## src/rtl/ecc_bit_fixer.sv

```systemverilog
module ecc_bit_fixer #(
  parameter int SECT_BYTES = 512,
  parameter int T          = 4,
  parameter int NSECT      = 4,
  parameter int CW         = 16,
  parameter int M          = 12 + SECT_BYTES / 512,
  parameter int EBYTES     = (M * T + 7) / 8,
  parameter int SEARCH     = SECT_BYTES * 8 + M * T,
  parameter int LW         = $clog2(SEARCH + 1),
  parameter int DW         = $clog2(T + 1),
  parameter int SW         = (NSECT > 1) ? $clog2(NSECT) : 1,
  parameter int DAW        = $clog2(NSECT * SECT_BYTES),
  parameter int EAW        = $clog2(NSECT * EBYTES)
) (
  input  logic              clk,
  input  logic              rst_n,
  input  logic              start,
  input  logic [NSECT-1:0]  sect_map,
  output logic [SW-1:0]     sect_idx,
  input  logic [DW-1:0]     loc_deg,
  input  logic [DW-1:0]     loc_roots,
  input  logic [T*LW-1:0]   loc_list,
  output logic [DAW-1:0]    d_addr,
  output logic              d_we,
  output logic [7:0]        d_wdata,
  input  logic [7:0]        d_rdata,
  output logic [EAW-1:0]    e_addr,
  output logic              e_we,
  output logic [7:0]        e_wdata,
  input  logic [7:0]        e_rdata,
  output logic              busy,
  output logic              done,
  output logic              fail,
  output logic [CW-1:0]     corr_cnt
);
  typedef enum logic [2:0] {
    S_IDLE, S_SCAN_RD, S_SCAN_CK, S_SEL, S_CHECK, S_RD, S_WR
  } st_t;

  st_t              st;
  logic [NSECT-1:0] map_q;
  logic [EAW-1:0]   scan_i;
  logic [SW-1:0]    sect;
  logic [DW-1:0]    j;
  logic [T-1:0]     bad;

  logic [LW-1:0]    cur, lm1;
  logic [LW-4:0]    byte_i;
  logic [2:0]       bit_i;
  logic             in_data, scanning, last_sect, sect_bad;

  assign cur      = loc_list[j*LW +: LW];
  assign lm1      = cur - LW'(1);
  assign byte_i   = lm1[LW-1:3];
  assign bit_i    = lm1[2:0];
  assign in_data  = 32'(byte_i) < SECT_BYTES;
  assign scanning = (st == S_SCAN_RD) || (st == S_SCAN_CK);
  assign last_sect = 32'(sect) == NSECT - 1;

  for (genvar k = 0; k < T; k++) begin : g_chk
    assign bad[k] = (k < 32'(loc_deg)) &&
                    ((loc_list[k*LW +: LW] == '0) || (32'(loc_list[k*LW +: LW]) > SEARCH));
  end

  assign sect_bad = (|bad) || (loc_roots != loc_deg) || (32'(loc_deg) > T);

  assign sect_idx = sect;
  assign busy     = st != S_IDLE;
  assign d_addr   = DAW'(32'(sect) * SECT_BYTES + 32'(byte_i));
  assign e_addr   = scanning ? scan_i
                             : EAW'(32'(sect) * EBYTES + 32'(byte_i) - SECT_BYTES);
  assign d_we     = (st == S_WR) && in_data;
  assign e_we     = (st == S_WR) && !in_data;
  assign d_wdata  = d_rdata ^ (8'd1 << bit_i);
  assign e_wdata  = e_rdata ^ (8'd1 << bit_i);

  always_ff @(posedge clk or negedge rst_n) begin
    if (!rst_n) begin
      st       <= S_IDLE;
      map_q    <= '0;
      scan_i   <= '0;
      sect     <= '0;
      j        <= '0;
      done     <= 1'b0;
      fail     <= 1'b0;
      corr_cnt <= '0;
    end else begin
      done <= 1'b0;
      case (st)
        S_IDLE: if (start) begin
          map_q    <= sect_map;
          scan_i   <= '0;
          sect     <= '0;
          fail     <= 1'b0;
          corr_cnt <= '0;
          st       <= S_SCAN_RD;
        end
        S_SCAN_RD: st <= S_SCAN_CK;
        S_SCAN_CK:
          if (e_rdata != 8'hFF) st <= S_SEL;
          else if (32'(scan_i) == NSECT * EBYTES - 1) begin
            st <= S_IDLE; done <= 1'b1;
          end else begin
            scan_i <= scan_i + 1'b1; st <= S_SCAN_RD;
          end
        S_SEL:
          if (map_q[sect]) st <= S_CHECK;
          else if (last_sect) begin st <= S_IDLE; done <= 1'b1; end
          else sect <= sect + 1'b1;
        S_CHECK:
          if (sect_bad) begin
            fail <= 1'b1; st <= S_IDLE; done <= 1'b1;
          end else if (loc_deg == '0) begin
            if (last_sect) begin st <= S_IDLE; done <= 1'b1; end
            else begin sect <= sect + 1'b1; st <= S_SEL; end
          end else begin
            j <= '0; st <= S_RD;
          end
        S_RD: st <= S_WR;
        S_WR:
          if (32'(j) + 1 == 32'(loc_deg)) begin
            corr_cnt <= corr_cnt + CW'(loc_deg);
            if (last_sect) begin st <= S_IDLE; done <= 1'b1; end
            else begin sect <= sect + 1'b1; st <= S_SEL; end
          end else begin
            j <= j + 1'b1; st <= S_RD;
          end
        default: st <= S_IDLE;
      endcase
    end
  end
endmodule

```

## config.mk

```make
export PLATFORM = sky130hd
export DESIGN_NAME = ecc_bit_fixer
export DESIGN_NICKNAME = d
export VERILOG_FILES = /design/src/rtl/ecc_bit_fixer.sv
export SDC_FILE = /design/constraint.sdc
export NUM_CORES = 1
export LEC_CHECK = 0
export ABC_AREA = 1
export BUFFER_PORTS_ARGS = -buffer_cell sky130_fd_sc_hd__buf_2
export CAP_MARGIN = 15
export CORE_AREA = 2 2 113 126
export DETAILED_ROUTE_END_ITERATION = 16
export DIE_AREA = 0 0 115 128
export HOLD_SLACK_MARGIN = 0.06
export SLEW_MARGIN = 20
export SYNTH_ARGS = -nofsm -noshare
export SYNTH_HDL_FRONTEND = slang
export SYNTH_SLANG_ARGS = --single-unit
```

## constraint.sdc

```tcl
create_clock -name clk -period 6.1 [get_ports clk]
set_input_delay 0.915 -clock clk [delete_from_list [all_inputs] [get_ports clk]]
set_output_delay 0.915 -clock clk [all_outputs]
set_load 0.005 [all_outputs]
```

After elaboration in Yosys (flattened, before gate mapping)
Index checks and enable logic that the tools add are counted.
- input port bits: 81
- output and inout port bits: 55
- bits in registers: 35
- equal/unequal tests: 22
- shift-type cells: 2
- magnitude comparators: 11
- reduce and logical (&&, ||, !) cells: 34
- multiplexer cells: 42
- bitwise operators: 2
- multipliers: 2
- $add $sub $neg: 9
- operators with widths (operator ; count):
    $gt 13x13->1 const B ; 4
    $logic_not 13->1 ; 4
    $shiftx 52x8->13 ; 1
    $mux 16 ; 2
    $pmux 16 s2 ; 1
    $mux 3 ; 9
    $pmux 3 s7 ; 1
    $mux 5 ; 4
    $ne 2x2->1 const B ; 9
    $add 16x3->16 ; 1
    $mux 2 ; 8
    $xor 8x8->8 ; 2
    $sub 13x1->13 const B ; 1
    $add 11x10->11 ; 1
    $mux 1 ; 11
    $lt 10x10->1 const B ; 1
    $pmux 5 s2 ; 1
    $eq 3x3->1 const B ; 3
    $ne 8x8->1 const B ; 1
    $pmux 2 s4 ; 1
    $reduce_and 4->1 ; 2
    $reduce_bool 2->1 ; 4
    $shl 1x3->8 const A ; 1
    $logic_or 1x1->1 ; 7
    other kinds (33) ; 44

Depth between registers and ports, before layout
- depth after elaboration: 8
- mapped depth: 21

Worst setup path after synthesis
Ideal clock, no wire load.
- path type: input port to output port
- start: input port loc_list[13]
- end: output port e_addr[4]
- setup slack: 2.133 ns
- buffers on the path: 0
- arrival time: 3.052 ns
- cell stages on the path: 18
- path through: nand2_1 -> nand2_1 -> nand2_1 -> o21ai_0 -> nand2_1 -> nand2_2 -> nor2_1 -> a21o_1 -> nand2_1 -> fa_1 -> ha_1 -> a21oi_1 -> nand2_1 -> xor2_1 -> inv_1 -> nand2_1 -> nand2_1 -> a21oi_2
- cells in the longest elaborated chain, start to end: 5
- ends and longest elaborated chain (element ; RTL line ; text):
    start: declaration ; 22 ; input logic [T*LW-1:0] loc_list,
    $shiftx 52x8->13 ; 52 ; assign cur = loc_list[j*LW +: LW];
    $sub 13x1->13 ; 53 ; assign lm1 = cur - LW'(1);
    $add 5x5->5 ; 71 ; : EAW'(32'(sect) * EBYTES + 32'(byte_i) - SECT_BYTES);
    $sub 5x1->5 ; 71 ;
    $mux 5 ; 70 ; assign e_addr = scanning ? scan_i
    end: declaration ; 27 ; output logic [EAW-1:0] e_addr,
Every way passes these cells.

Final worst setup path
- start: register j[0]
- end: output port e_addr[4]
- cells in the longest elaborated chain, start to end: 6
- ends and longest elaborated chain (element ; RTL line ; text):
    start: declaration ; 44 ; logic [DW-1:0] j;
    start signal: assignment ; 83 ; j <= '0;
    start signal: assignment ; 117 ; j <= '0; st <= S_RD;
    start signal: assignment ; 126 ; j <= j + 1'b1; st <= S_RD;
    $mul 3x4->7 ; 52 ;
    $shiftx 52x8->13 ; 52 ;
    $sub 13x1->13 ; 53 ;
    $add 5x5->5 ; 71 ;
    $sub 5x1->5 ; 71 ;
    $mux 5 ; 70 ;
Every way passes these cells.

==> flow_summary.json <==
{
  "post_cts_buffers": 0,
  "pwr-share-comb_pct": 68.5,
  "cp-end-kind": "output pin",
  "syn_to_final_growth_pct": 23.4,
  "leakage_uw": 0.00252,
  "crit_arrival_ps": 4030,
  "async_flop_share_pct": 100,
  "ios": 136,
  "fin_skew_ps": 5.59,
  "post_drt_wl_per_cell_um": 13.3,
  "synth_edf_count": 0,
  "cp-startpoint": "j[0]",
  "setup_slack_ps": 1150,
  "grtUsageTotal_pct": 16.1,
  "met2_length_um": 5760,
  "die_w_um": 115,
  "dr.pass1.iters": 4,
  "port_buffers": 135,
  "die_height_um": 128,
  "rows": 45,
  "hold_class": "reg -> reg",
  "vias_per_cell": 4.78,
  "worst_skew_pair.late_latency_ps": 280,
  "dp_hpwl_um": 9970,
  "cts_resized": 0,
  "syn-instance-count": 619,
  "grt_setup_unrepaired": "no",
  "cts_sinks": 35,
  "status": "finished clean",
  "antenna_found_initial": 1,
  "fin_crit_sh_pct": 81.1,
  "tightest_slew_ps": 873,
  "yosysWarnings": 0,
  "drtIter0Drc": 323,
  "core_um2": 13500,
  "drc": 0,
  "synth_area_per_cell_um2": 6.35,
  "crit_end": "e_addr[4]",
  "cts_tree": "done",
  "ir_worst_vdd_uv": 118,
  "drive_gt1_share_pct": 24.7,
  "power.total_uw": 1950,
  "root_buffer": "clkbuf_16",
  "r2r_slack_ps": 3070,
  "setup_violations": 0,
  "synth_cell_type_count": 43,
  "grt_overflow": 0,
  "synthesis.nets": 716,
  "cp_max_fo": 32,
  "reg2reg_depth": 11,
  "whs_ps": 468,
  "route.met3.wl_um": 793,
  "synth_top_area_share_pct": 22.3,
  "r2r_end": "corr_cnt[5]",
  "gp_congestion": 0.912,
  "period_needed_ps": 4950,
  "ant_nets": 0,
  "switching_share_pct": 50.7,
  "yosys-top-cells-area": "dfrtp_1 (22%), nand2_1 (17%), nor2_1 (6.9%)",
  "r2r_start": "j[0]",
  "final_nets": 846,
  "top_layer_used": "met5",
  "grt_first_pass_wirelength_um": 19100,
  "dp_worst_setup_slack_ps": 1470,
  "syn_area_um2": 3930,
  "ys_seq_area_share_pct": 22.3,
  "yosysTopAreaCell": "dfrtp_1",
  "finalWirelength_um": 12100,
  "intPower_uw": 962,
  "path_class": "reg -> out",
  "die-area_um2": 14700,
  "numCtsBuffers": 5,
  "first_global_vias": 4059,
  "num_vias": 4359,
  "hold_violations": 0,
  "drv_cap": 0,
  "p_sw_uw": 987,
  "wl_met1_um": 5330,
  "setup.worst_path.start_class": "flop",
  "cp.required_ps": 5180,
  "antenna_cells": 0,
  "power_frac_seq_pct": 19.4,
  "pwr_density_cell_nw_per_um2": 402,
  "cts_hold_buf": 0,
  "slew_headroom_pct": 41.7,
  "grt_start_max_net_pins": 36,
  "ys_seq_elements": 35,
  "yosys_most_used_dff": "dfrtp_1",
  "maxSlewViolCount": 0,
  "clock_power_share_pct": 12.1,
  "tns_ps": 0,
  "start_util_pct": 29.1,
  "clkTransAtPathRegs_ps": 50,
  "h-tree-depth": 2,
  "fmax_mhz": 202,
  "cts_buffer_depth": 2
}
-- cell usage after synthesis (all sizes together), types with 11 or more instances --
| cell type | instances |
|---|---|
| nand2 | 187 |
| nor2 | 83 |
| inv | 76 |
| nand3 | 45 |
| o21ai | 43 |
| dfrtp | 35 |
| a21oi | 33 |
| xnor2 | 21 |
| xor2 | 16 |
| nor3 | 14 |
| ha | 12 |
| buf | 11 |
-- sequential cells by signal (all words and copies together) (netlist names) --
register / flops
done: 1
corr_cnt: 16
j: 3
map_q: 4
sect_idx: 2
st: 3
fail: 1
scan_i: 5
-- power groups by stage --
stage | clock, uW | sequential, uW | combinational [uW]
2_1_floorplan | 0 | 332 | 997
3_3_place_gp | 0 | 381 | 1340
3_5_place_dp | 0 | 380 | 1340
4_1_cts | 242 | 377 | 1350
5_1_grt | 251 | 393 | 1530
6_report | 236 | 378 | 1330
-- cell usage in the layout (no fill, tap or decap), drive strengths merged, types with 3 or more instances in the layout --
cell type	n
nand3b	4
nand4	7
nand3	45
o31ai	7
or2	7
nor2	83
inv	76
nand2	187
fa	4
xor2	16
a21oi	33
ha	12
o211ai	3
dfrtp	35
o21ai	43
xnor2	21
buf	135
nor4	3
clkbuf	6
nor3	14
-- routing by layer --
layer	global-route usage (%)	up-vias
met1	20.0	1948
met5	0	-
met2	28.4	144
met4	5.17	2
li1	-	2246
met3	2.36	19
-- critical path: stages (launching register included) --
cell and delay (ps):
dfrtp_1 900, inv_6 210, nand2_1 110, nand2_1 50
nand2_1 50, o21ai_0 180, nand2_1 170, nand2_2 130
nor2_1 210, a21o_1 140, nand2_1 70, fa_1 370
ha_1 330, a21oi_1 160, nand2_1 80, xor2_1 170
inv_1 60, nand2_1 60, nand2_1 60, a21oi_2 110
buf_2 120
-- kinds of logic after synthesis --
group	count (synthesis)	share of synthesized area [%]
and+or+nand+nor	353	41.1
buffers and inverters	89	9.77
xor gates and xnor gates	37	8.44
AOI/OAI and AO/OA	89	12.5
adders and majority gates	16	5.86
DFF	35	22.3
-- layout make-up --
cell class	count	area, um^2
clock buffer	6	129
multi-input combinational	495	2670
tap	164	205
fill	1551	8660
timing repair buffer	135	676
inverter	77	294
sequential	35	876
-- metrics by stage --
stage	util, %	cells	instance area (um^2)
final	35.9	912	4850
after global routing	35.9	912	4850
after CTS	35.9	912	4850
after detailed placement	34.9	906	4720
after global placement	34.9	906	4720
after floorplan	-	619	3930
-- worst min path at each step --
stage             start  endpoint  slack, ps  cells past startpoint
2_1_floorplan  map_q[1]  map_q[1]        440                      2
3_3_place_gp   map_q[3]  map_q[3]        460                      2
3_5_place_dp   map_q[2]  map_q[2]        460                      2
4_1_cts        map_q[2]  map_q[2]        470                      2
5_1_grt        map_q[2]  map_q[2]        500                      2
6_report       map_q[2]  map_q[2]        470                      2
No activity file was read; power rests on OpenSTA's default activity.
